===== src/rtl/rtg_pkg.sv =====
`timescale 1ns/1ps
// Package: default widths shared by the raster timing generator and its parts.
package rtg_pkg;
    localparam int RTG_H_W      = 8;   // column counter width
    localparam int RTG_HSW_W    = 4;   // horizontal sync width field
    localparam int RTG_ROW_W    = 7;   // character row counter width
    localparam int RTG_TRIM_W   = 5;   // trim scan line field
    localparam int RTG_RA_W     = 4;   // scan line index output width
    localparam int RTG_MA_W     = 14;  // memory address width
    localparam int RTG_VS_LINES = 16;  // fixed vertical sync length in lines
endpackage


===== src/rtl/rtg_hcount.sv =====
`timescale 1ns/1ps
// Column counter and horizontal sync pulse former.
// Counts 0..h_total, flags the last column, and forms a sync pulse of hs_width
// clocks starting at column hs_col; the pulse may continue into the next line.
// Assumes static configuration inputs.
module rtg_hcount #(
    parameter int H_W   = 8,
    parameter int HSW_W = 4
) (
    input  logic             clk,
    input  logic             rst_n,
    input  logic [H_W-1:0]   h_total,
    input  logic [H_W-1:0]   hs_col,
    input  logic [HSW_W-1:0] hs_width,
    output logic [H_W-1:0]   h_cnt,
    output logic             line_end,
    output logic             hs_raw
);
    logic [HSW_W-1:0] hs_left;
    logic             hs_start;

    // Decode line end and the sync start column.
    always_comb begin
        line_end = (h_cnt == h_total);
        hs_start = (h_cnt == hs_col) && (hs_width != '0);
        hs_raw   = hs_start || (hs_left != '0);
    end

    // Advance the column, wrapping after the last one.
    always_ff @(posedge clk) begin
        if (!rst_n)        h_cnt <= '0;
        else if (line_end) h_cnt <= '0;
        else               h_cnt <= h_cnt + 1'b1;
    end

    // Track the clocks of sync still owed after the start column.
    always_ff @(posedge clk) begin
        if (!rst_n)                hs_left <= '0;
        else if (hs_start)         hs_left <= hs_width - 1'b1;
        else if (hs_left != '0)    hs_left <= hs_left - 1'b1;
    end
endmodule


===== src/rtl/rtg_vcount.sv =====
`timescale 1ns/1ps
// Scan line, character row and trim phase sequencer, plus vertical sync.
// Steps once per line_end. Rows hold max_raster+1 lines; after row v_total a
// trim phase of v_trim lines runs before the frame wraps. Vertical sync lasts
// VS_LINES whole lines from line 0 of row vs_row.
// Assumes vs_row <= v_total and static configuration inputs.
module rtg_vcount #(
    parameter int ROW_W    = 7,
    parameter int TRIM_W   = 5,
    parameter int RA_W     = 4,
    parameter int VS_LINES = 16
) (
    input  logic              clk,
    input  logic              rst_n,
    input  logic              line_end,
    input  logic [ROW_W-1:0]  v_total,
    input  logic [TRIM_W-1:0] v_trim,
    input  logic [RA_W-1:0]   max_raster,
    input  logic [ROW_W-1:0]  vs_row,
    output logic [ROW_W-1:0]  row,
    output logic [RA_W-1:0]   raster,
    output logic              in_trim,
    output logic              row_done,
    output logic              frame_wrap,
    output logic              vs_raw
);
    localparam int CNT_W = (RA_W > TRIM_W) ? RA_W : TRIM_W;
    localparam int VS_W  = $clog2(VS_LINES + 1);

    logic [CNT_W-1:0] line_cnt;
    logic [VS_W-1:0]  vs_left;
    logic             last_line_of_row;
    logic             at_total_row;
    logic             trim_none;
    logic             trim_last;
    logic             vs_trig;

    // Decode row, trim and frame boundaries and the sync trigger.
    always_comb begin
        last_line_of_row = !in_trim && (line_cnt == CNT_W'(max_raster));
        at_total_row     = (row == v_total);
        trim_none        = (v_trim == '0);
        trim_last        = in_trim && ((line_cnt + 1'b1) == CNT_W'(v_trim));
        row_done         = line_end && last_line_of_row;
        frame_wrap       = line_end && ((last_line_of_row && at_total_row && trim_none) || trim_last);
        vs_trig          = (frame_wrap && (vs_row == '0))
                        || (row_done && !at_total_row && ((row + 1'b1) == vs_row));
        raster           = line_cnt[RA_W-1:0];
        vs_raw           = (vs_left != '0);
    end

    // Step line, row and trim state at each line end.
    always_ff @(posedge clk) begin
        if (!rst_n) begin
            line_cnt <= '0;
            row      <= '0;
            in_trim  <= 1'b0;
        end else if (frame_wrap) begin
            line_cnt <= '0;
            row      <= '0;
            in_trim  <= 1'b0;
        end else if (row_done) begin
            line_cnt <= '0;
            row      <= row + 1'b1;
            in_trim  <= at_total_row;
        end else if (line_end) begin
            line_cnt <= line_cnt + 1'b1;
        end
    end

    // Count down the vertical sync lines, reloading on each trigger.
    always_ff @(posedge clk) begin
        if (!rst_n)                          vs_left <= (vs_row == '0) ? VS_W'(VS_LINES) : '0;
        else if (vs_trig)                    vs_left <= VS_W'(VS_LINES);
        else if (line_end && vs_left != '0)  vs_left <= vs_left - 1'b1;
    end
endmodule


===== src/rtl/rtg_addr.sv =====
`timescale 1ns/1ps
// Character memory address former.
// Holds the offset of the current row from the frame base; the address is
// base + row offset + column, the column clamped at the displayed count so the
// value holds through blanking. Row offset grows by h_disp per finished row
// and clears at frame wrap. Arithmetic wraps at 2^MA_W. Assumes MA_W >= H_W.
module rtg_addr #(
    parameter int MA_W = 14,
    parameter int H_W  = 8
) (
    input  logic            clk,
    input  logic            rst_n,
    input  logic [MA_W-1:0] base_addr,
    input  logic [H_W-1:0]  h_disp,
    input  logic [H_W-1:0]  h_cnt,
    input  logic            row_done,
    input  logic            frame_wrap,
    output logic [MA_W-1:0] mem_addr
);
    logic [MA_W-1:0] row_off;
    logic [H_W-1:0]  col_off;

    // Clamp the column to the displayed width and sum the address.
    always_comb begin
        col_off  = (h_cnt < h_disp) ? h_cnt : h_disp;
        mem_addr = base_addr + row_off + MA_W'(col_off);
    end

    // Keep the running row offset within the frame.
    always_ff @(posedge clk) begin
        if (!rst_n)          row_off <= '0;
        else if (frame_wrap) row_off <= '0;
        else if (row_done)   row_off <= row_off + MA_W'(h_disp);
    end
endmodule


===== src/rtl/raster_timing_gen.sv =====
`timescale 1ns/1ps
// Raster timing and refresh address generator for a character display.
// Combines the column counter, vertical sequencer and address former; outputs
// are decoded from counter state and forced quiet while rst_n is low.
// Assumes static configuration, h_disp <= h_total, vs_row <= v_total.
module raster_timing_gen
    import rtg_pkg::*;
#(
    parameter int H_W      = RTG_H_W,
    parameter int HSW_W    = RTG_HSW_W,
    parameter int ROW_W    = RTG_ROW_W,
    parameter int TRIM_W   = RTG_TRIM_W,
    parameter int RA_W     = RTG_RA_W,
    parameter int MA_W     = RTG_MA_W,
    parameter int VS_LINES = RTG_VS_LINES
) (
    input  logic              clk,
    input  logic              rst_n,
    input  logic [H_W-1:0]    cfg_h_total,
    input  logic [H_W-1:0]    cfg_h_disp,
    input  logic [H_W-1:0]    cfg_hs_col,
    input  logic [HSW_W-1:0]  cfg_hs_width,
    input  logic [ROW_W-1:0]  cfg_v_total,
    input  logic [TRIM_W-1:0] cfg_v_trim,
    input  logic [ROW_W-1:0]  cfg_v_disp,
    input  logic [ROW_W-1:0]  cfg_vs_row,
    input  logic [RA_W-1:0]   cfg_max_raster,
    input  logic [MA_W-1:0]   cfg_base_addr,
    output logic              hsync,
    output logic              vsync,
    output logic              disp_en,
    output logic [MA_W-1:0]   mem_addr,
    output logic [RA_W-1:0]   raster_addr
);
    logic [H_W-1:0]   h_cnt;
    logic             line_end;
    logic             hs_raw;
    logic [ROW_W-1:0] row;
    logic [RA_W-1:0]  raster;
    logic             in_trim;
    logic             row_done;
    logic             frame_wrap;
    logic             vs_raw;

    rtg_hcount #(.H_W(H_W), .HSW_W(HSW_W)) u_h (
        .clk      (clk),
        .rst_n    (rst_n),
        .h_total  (cfg_h_total),
        .hs_col   (cfg_hs_col),
        .hs_width (cfg_hs_width),
        .h_cnt    (h_cnt),
        .line_end (line_end),
        .hs_raw   (hs_raw)
    );

    rtg_vcount #(.ROW_W(ROW_W), .TRIM_W(TRIM_W), .RA_W(RA_W), .VS_LINES(VS_LINES)) u_v (
        .clk        (clk),
        .rst_n      (rst_n),
        .line_end   (line_end),
        .v_total    (cfg_v_total),
        .v_trim     (cfg_v_trim),
        .max_raster (cfg_max_raster),
        .vs_row     (cfg_vs_row),
        .row        (row),
        .raster     (raster),
        .in_trim    (in_trim),
        .row_done   (row_done),
        .frame_wrap (frame_wrap),
        .vs_raw     (vs_raw)
    );

    rtg_addr #(.MA_W(MA_W), .H_W(H_W)) u_a (
        .clk        (clk),
        .rst_n      (rst_n),
        .base_addr  (cfg_base_addr),
        .h_disp     (cfg_h_disp),
        .h_cnt      (h_cnt),
        .row_done   (row_done),
        .frame_wrap (frame_wrap),
        .mem_addr   (mem_addr)
    );

    // Gate the decoded outputs with reset and form the display window.
    always_comb begin
        hsync       = rst_n && hs_raw;
        vsync       = rst_n && vs_raw;
        disp_en     = rst_n && !in_trim && (row < cfg_v_disp) && (h_cnt < cfg_h_disp);
        raster_addr = raster;
    end
endmodule


===== config.mk =====
export PLATFORM = sky130hd
export DESIGN_NAME = raster_timing_gen
export DESIGN_NICKNAME = d
export VERILOG_FILES = /design/src/rtl/rtg_pkg.sv /design/src/rtl/rtg_hcount.sv /design/src/rtl/rtg_vcount.sv /design/src/rtl/rtg_addr.sv /design/src/rtl/raster_timing_gen.sv
export SDC_FILE = /design/constraint.sdc
export NUM_CORES = 1
export LEC_CHECK = 0
export BUFFER_PORTS_ARGS = -buffer_cell sky130_fd_sc_hd__buf_4
export CAP_MARGIN = 20
export CORE_MARGIN = 3
export CORE_UTILIZATION = 42
export CTS_CLUSTER_DIAMETER = 50
export CTS_CLUSTER_SIZE = 16
export DETAILED_ROUTE_END_ITERATION = 6
export PLACE_DENSITY_LB_ADDON = 0.05
export SYNTH_ARGS = -nofsm -noshare
export SYNTH_HDL_FRONTEND = slang
export SYNTH_SLANG_ARGS = --single-unit

===== constraint.sdc =====
create_clock -name clk -period 6.3 [get_ports clk]
set_input_delay 1.26 -clock clk [delete_from_list [all_inputs] [get_ports clk]]
set_output_delay 1.26 -clock clk [all_outputs]
set_load 0.005 [all_outputs]

==> Yosys cells after proc, flatten, opt, wreduce, memory -nomap -nowiden <==
Index checks and enable logic that the tools add are counted.
{ "totals": {"regBits": 44, "inputBits": 74, "output_inout_bits": 21, "elab_cells": 63} }
{ "op_classes": {"n_addsub": 9, "n_lt_le_gt_ge": 2, "eq_ne": 7, "muxes": 7, "bitwise_logic": 1, "reduce_logical": 30} }
{ "ops": {"columns": ["op", "n"], "rows": [
  ["adder 14 x 8 -> 14 bit", 2],
  ["2-to-1 mux 5 bit", 4],
  ["== test 8 bit", 2],
  ["logical AND 1 bit", 16],
  ["adder 14 bit", 1],
  ["== test 7 bit", 2],
  ["adder 8 x 1 -> 8 bit, second input constant", 1],
  ["< comparator 8 bit", 1],
  ["2-to-1 mux 4 bit", 2],
  ["2-to-1 mux 8 bit", 1],
  ["nonzero test 4 bit", 2],
  ["subtractor 4 x 1 -> 4 bit, second input constant", 2],
  ["adder 7 x 1 -> 7 bit, second input constant", 1],
  ["zero test 7 bit", 1],
  ["< comparator 7 bit", 1],
  ["adder 5 x 1 -> 5 bit, second input constant", 1],
  ["== test 5 x 4 -> 1 bit", 1],
  ["== test 5 bit", 1],
  ["zero test 5 bit", 1],
  ["nonzero test 5 bit", 1],
  ["subtractor 5 x 1 -> 5 bit, second input constant", 1],
  ["OR reduction 2 bit", 2],
  ["logical OR 1 bit", 3],
  ["inequality test 3 x 1 -> 1 bit, second input constant", 1],
  ["4 further kinds", 5]
]} }

==> Depth between registers and ports, before layout <==
Gate-level depths: netlist of the first run.
{ "depth": {"word_depth": 10, "depth_mapped": 19, "mapped_depth_nobuf": 18} }

==> Modules after synthesis <==
From an unflattened synthesis of the first run, not the netlist that was laid out.
{ "unflattened": {"hier_cells": 521, "hier_area_um2": 4500.6} }
{ "modules_own_cells": {"columns": ["module", "n_inst", "cells_per_inst", "area_per_inst_um2", "seq_area_each_um2"], "rows": [
  ["rtg_addr", 1, 229, 1986.9, 280.3],
  ["rtg_vcount", 1, 159, 1372.6, 410.4],
  ["rtg_hcount", 1, 87, 794.5, 240.2],
  ["raster_timing_gen", 1, 46, 346.6, 0.0]
]} }

==> Worst setup path before layout of the first run <==
OpenSTA, ideal clock, no wires.
{ "synth_timing": {"path_kind": "in2out", "startpoint": "input port cfg_h_disp[1]", "endpoint": "output port mem_addr[12]", "arrival_time_ns": 4.824, "t_required_ns": 5.040, "path_slack_ns": 0.216, "stages": 17, "n_path_buf": 1, "path_cell_list": "inv_1 ha_1 a21o_1 a21oi_1 o21ai_0 o41a_1 buf_2 mux2i_1 fa_1 inv_1 ha_1 a21o_1 a21o_1 a221oi_1 o21ai_0 mux2i_1 a2111oi_0"} }
{ "synth_via": {"elab_chain_cells": 3} }
{ "synth_rtl": {"columns": ["element", "line_no", "text"], "rows": [
  ["start, declared", "raster_timing_gen.sv:20", "input logic [H_W-1:0] cfg_h_disp,"],
  ["< comparator 8 bit", "rtg_addr.sv:25", "col_off = (h_cnt < h_disp) ? h_cnt : h_disp;"],
  ["2-to-1 mux 8 bit (*)", "rtg_addr.sv:25", null],
  ["adder 14 x 8 -> 14 bit (*)", "rtg_addr.sv:26", "mem_addr = base_addr + row_off + MA_W'(col_off);"],
  ["end, declared", "raster_timing_gen.sv:32", "output logic [MA_W-1:0] mem_addr,"]
]} }
Mark *: on every way between the ends. The rest lies on a longest branch, timed or not.

==> Final worst setup path of the first run <==
Same ends and word-level chain as after synthesis.

==> flow_summary.toml, run 1 <==
[worst_setup_path]
r2r_setup_slack_ns = 3.24
crit_fanout = 4
crit_end = "mem_addr[12]"
cp_cell_sequence = "buf_8 -> inv_4 -> ha_4 -> a21o_1 -> a21oi_2 -> o21ai_1 -> o41a_1 -> buf_6 -> buf_6 -> mux2i_4 -> fa_1 -> inv_1 -> ha_1 -> a21oi_2 -> nor2b_2 -> a221oi_2 -> o21ai_2 -> mux2i_1 -> a2111oi_2 -> buf_4"
critPathArrivalTime_ns = 4.92
timing.rr.start = "u_h.h_cnt[1]"
endpoint_kind = "primary output"
timing.rr.end = "u_a.row_off[3]"
cp-startpoint = "cfg_h_disp[1]"
worstPathRequired_ns = 5.04
slowest_delay_ns = 0.55
r2r_cells = 7
cp_slowest_cell = "fa_1"
crit_type = "input port to primary output"
critPathLaunchType = "input port"

[detailed_routing]
drtIter0Drc = 157
routed_wl_um = 10300
ant_nets = 0
drc_errors = 0
vias = 3737
viasPerCell = 5.05
drt-wirelength-per-cell_um = 13.9
drt_first_pass_iters = 5

[timing]
rsz0062_at_grt = "yes"
setup_tns_ns = 0
fmax_mhz = 162
max_slew_margin = 0.289
maxSlewViolCount = 0
fin_crit_sh = 0.980
fin_crit_ns = 6.18
setup_viol = 0
skew_ns = 0.00793
hold_viol = 0
tightest_slew_ns = 1.06

[yosys]
synthFlopType = "dfxtp_1"
synth_edf_count = 5
synth_cell_types = 54
syn_avg_cell_area_um2 = 8.33
ys_ff_latch = 44
yosysSeqAreaShare = 0.219
async_flop_share = 0
mappedNetlistArea_um2 = 4250
yosys_warnings = 0
synth_cells = 510
syn-num-nets = 638

[cells_and_area]
final_cells = 740
insertedDiodeCount = 0
final_cell_mix = "buf_4, nor2_1, xnor2_1, inv_1, ha_1"
nets = 735
final_layout_size_suffix_gt1_frac = 0.247
multi_input_area_um2 = 3100
final_cell_area_um2 = 5340
layout_commonest_cell = "buf_4"
seq_area_um2 = 931
fill_cells = 970
syn_to_final_growth_pct = 25.7
post-route-util = 0.544

[placement]
dp.cells = 729
portBuffers = 94
post_dp_cell_area_um2 = 5110
dp_hpwl_um = 8120
place_congestion = 0.806

[clock_tree]
cts-htree-levels = 2
cts_buffer_depth = 2
clk_pin_slew_ns = 0.08
cts_root_buffer = "clkbuf_8"
cts_tree = "built"
cts_num_sinks = 44
clkLatencyLatePin_ns = 0.30
cts_buffers = 5

[global_routing]
grt_pass1_vias = 3598
grt_pass1_wl_um = 16900
antenna_found_initial = 0
track_usage = 0.181
grt_overflow = 0
grt_start_max_net_pins = 28

[floorplan]
dieArea_um2 = 11400
die-width_um = 107
core_region_area_um2 = 9820
start_util = 0.433
rows = 36
fp.dieH_um = 107
ios = 95

[pwr]
comb_power_share = 0.308
clkPwrFrac = 0.246
p_sw_uw = 200
seq_power_share = 0.446
ir_drop_mv = 0.0727
pwr_density_cell_nw_per_um2 = 129
p_int_uw = 491
power_leakage_nw = 2.38
switching_share = 0.289
p_total_uw = 691

[hold_path]
hold_class = "flip-flop to flip-flop"

[flow_run]
maxCapViolations = 0

[run_status]
status = "complete, no violations"
per-layer routing:
layer / global-route usage / vias to the layer above / share of wire
met5: 0 / - / 0
met4: 0.0365 / 0 / 0.0080
met3: 0.0295 / 6 / 0.042
met2: 0.295 / 83 / 0.47
met1: 0.255 / 1704 / 0.48
li1: - / 1944 / -
worst max-delay path: cells and delay by family:
family / cells / cell delay (ns)
fa+ha+maj: 3 / 1.01
simple gates: 1 / 0.08
mux: 2 / 0.31
buf+inv: 6 / 0.63
compound gates: 8 / 1.62
cell usage after synthesis (all sizes together), types with 2 or more instances:
library cell,count,share of area
clkbuf,7,0.0062
mux2i,18,0.042
o21bai,4,0.0071
o21a,5,0.0088
o31a,3,0.0062
edfxtp,5,0.035
nor4,7,0.010
xor2,28,0.058
fa,10,0.047
a2111oi,4,0.011
buf,15,0.024
ha,44,0.13
a31oi,4,0.0059
or4,5,0.011
dfxtp,39,0.18
a21oi,18,0.022
nand4,6,0.0088
nand2b,5,0.0074
or3,4,0.0059
nor2,51,0.045
and2,3,0.0044
xnor2,50,0.10
a21o,6,0.011
nand3,18,0.021
inv,53,0.047
o31ai,4,0.0071
a211oi,9,0.018
nand2,19,0.017
o21ai,20,0.024
and3,7,0.010
nor3b,2,0.0035
nor2b,9,0.013
nor3,14,0.018
state kept, by name, summed over array words and instances (netlist names):
register,count
u_h.h_cnt,8
u_v.line_cnt,5
u_a.row_off,14
u_v.vs_left,5
u_h.hs_left,4
u_v.in_trim,1
u_v.row,7
timing repair:
| item | 4_1_cts | 5_1_grt |
|---|---|---|
| endpoints found under the hold margin | 0 | 0 |
| setup buffers | 1 | 3 |
| endpoints found under the setup margin | 2 | 5 |
| hold buffers | 0 | 0 |
| gates cloned | 0 | 0 |
| pin swaps | 11 | 18 |
| resized for setup | 14 | 20 |
stage by stage:
stage	setup WS (ns)	hold WS, ns
CTS	-0.0797	0.487
global placement	-0.0703	0.463
detailed placement	-0.161	0.473
floorplan	0.216	0.449
global route	-0.0651	0.508
finish	0.124	0.483
logic make-up (layout without fill, tap and decap cells):
kind of cell,Yosys count,after routing,synth area share
compound gates,85,85,0.137
buf+inv,75,172,0.0765
mux,19,19,0.0450
simple gates,155,155,0.185
fa+ha+maj,54,54,0.177
flops,44,44,0.219
xor+xnor,78,78,0.161
final cells by class:
type	count	area share
repair buffers	112	0.162
inverters	53	0.0377
multi-input cells	391	0.581
clock inverters	1	0.000937
well taps	133	0.0311
flip-flops and latches	44	0.174
clock buffers	6	0.0136
worst min-delay path by stage:
stage | startpoint | endpoint | cells past startpoint
floorplan | u_a.row_off[6] | u_a.row_off[6] | 2
global placement | u_a.row_off[6] | u_a.row_off[6] | 2
detailed placement | u_a.row_off[6] | u_a.row_off[6] | 2
CTS | u_a.row_off[6] | u_a.row_off[6] | 2
global route | u_a.row_off[6] | u_a.row_off[6] | 2
finish | u_a.row_off[6] | u_a.row_off[6] | 2
power groups by stage:
stage / Clock (mW) / Combinational (mW) / Sequential (mW)
2_1_floorplan: 0 / 0.116 / 0.310
3_5_place_dp: 0 / 0.205 / 0.314
4_1_cts: 0.177 / 0.209 / 0.308
3_3_place_gp: 0 / 0.202 / 0.314
5_1_grt: 0.190 / 0.242 / 0.310
6_report: 0.170 / 0.213 / 0.308
(Power assumes the default switching activity.)
==> run 2, diff against run 1 <==
- CTS_BUF_LIST: unset -> sky130_fd_sc_hd__clkbuf_2
==> flow_summary.toml, run 2 (synthesis results as in run 1) <==
[worst_setup_path]
timing.rr.start = "u_h.h_cnt[1]"
r2r_setup_slack_ns = 3.22
critPathArrivalTime_ns = 4.92
crit_type = "input port to primary output"
endpoint_kind = "primary output"
crit_fanout = 4
r2r_cells = 7
timing.rr.end = "u_a.row_off[3]"
worstPathRequired_ns = 5.04
critPathLaunchType = "input port"

[timing]
hold_viol = 0
skew_ns = 0.0233
fin_crit_ns = 6.18
rsz0062_at_grt = "yes"
tightest_slew_ns = 1.07
fin_crit_sh = 0.980
worst_slack_ns = 0.123
holdWs_ns = 0.497
setup_viol = 0
fmax_mhz = 162
maxSlewViolCount = 0
setup_tns_ns = 0
max_slew_margin = 0.287

[flow_run]
maxCapViolations = 0

[clock_tree]
cts_buffer_depth = 2
clk_pin_slew_ns = 0.22
cts_buffers = 5
holdBufCountCts = 0
cts_tree = "built"
cts-htree-levels = 2
cts_num_sinks = 44
clkLatencyLatePin_ns = 0.41
cts_root_buffer = "clkbuf_2"

[detailed_routing]
drt_first_pass_iters = 5
vias = 3767
drc_errors = 0
ant_nets = 0
viasPerCell = 5.09
drtIter0Drc = 163
drt-wirelength-per-cell_um = 13.8
routed_wl_um = 10200

[floorplan]
core_region_area_um2 = 9820
die-width_um = 107
ios = 95
start_util = 0.433
rows = 36
fp.dieH_um = 107
dieArea_um2 = 11400

[cells_and_area]
largest_reg_flops = 14
regMostFlops = "u_a.row_off"
fill_cells = 973
final_cell_mix = "buf_4, nor2_1, xnor2_1, inv_1, ha_1"
syn_to_final_growth_pct = 24.7
reg_top3 = "u_a.row_off: 14 flops, u_h.h_cnt: 8 flops, u_v.row: 7 flops"
final_cells = 740
nets = 735
layout_commonest_cell = "buf_4"
insertedDiodeCount = 0
final_layout_size_suffix_gt1_frac = 0.249

[global_routing]
grt_overflow = 0
grt_start_max_net_pins = 28
grt_pass1_vias = 3608
antenna_found_initial = 0
track_usage = 0.180
grt_pass1_wl_um = 16800

[hold_path]
holdPathEnd = "u_a.row_off[6]"
holdPathStages = 2
worstHoldStart = "u_a.row_off[6]"
hold_class = "flip-flop to flip-flop"

[pwr]
pwr_density_cell_nw_per_um2 = 120
power_leakage_nw = 2.37
ir_drop_mv = 0.0694

[placement]
dp.cells = 729
dp_hpwl_um = 8120
place_congestion = 0.806
dp_slack_ns = -0.161
portBuffers = 94

[run_status]
status = "complete, no violations"
[run 2: power breakdown]
| group | switching, mW | internal [mW] |
|---|---|---|
| registers | 0.0106 | 0.298 |
| logic | 0.0948 | 0.118 |
| clock network | 0.0899 | 0.0265 |
| total | 0.195 | 0.443 |
[run 2: repair_timing]
item,in CTS,in global routing
pin swaps,11,18
endpoints found under the setup margin,2,5
setup buffers,1,3
gates resized for setup,14,20
[run 2: how the worst max path moves through the flow]
stage,startpoint,endpoint,cells past startpoint
detailed placement,cfg_h_disp[1],mem_addr[13],21
global route,cfg_h_disp[1],mem_addr[12],20
floorplan,cfg_h_disp[1],mem_addr[12],17
CTS,cfg_h_disp[1],mem_addr[13],21
global placement,cfg_h_disp[1],mem_addr[12],19
finish,cfg_h_disp[1],mem_addr[12],20
[run 2: critical path: stages]
cell and delay [ns]:
buf_8 0.10, inv_4 0.05, ha_4 0.18, a21o_1 0.16
a21oi_2 0.13, o21ai_1 0.09, o41a_1 0.35, buf_6 0.15
buf_6 0.11, mux2i_4 0.17, fa_1 0.55, inv_1 0.05
ha_1 0.28, a21oi_2 0.16, nor2b_2 0.08, a221oi_2 0.29
o21ai_2 0.10, mux2i_1 0.14, a2111oi_2 0.34, buf_4 0.17
[run 2: routing by layer]
layer  part of all wire  track usage
met3              0.048       0.0277
met4             0.0099       0.0347
met1               0.47        0.252
met2               0.47        0.295
met5                  0            0
[run 2: layout make-up]
class                      instances  area (µm²)  area share
multi-input combinational        391        3100       0.585
sequential                        44         931       0.176
timing repair buffer             112         863       0.163
inverter                          53         201      0.0380
tap                              133         166      0.0314
clock buffer                       6        30.0     0.00567
clock inverter                     1        5.00    0.000944
[run 2: per-stage QoR]
stage	utilization	instance area [µm²]	power [mW]
after detailed placement	0.520	5110	0.520
after global placement	0.520	5110	0.516
after floorplan	-	4250	0.425
after global routing	0.540	5300	0.687
final	0.540	5300	0.638
after CTS	0.528	5180	0.641
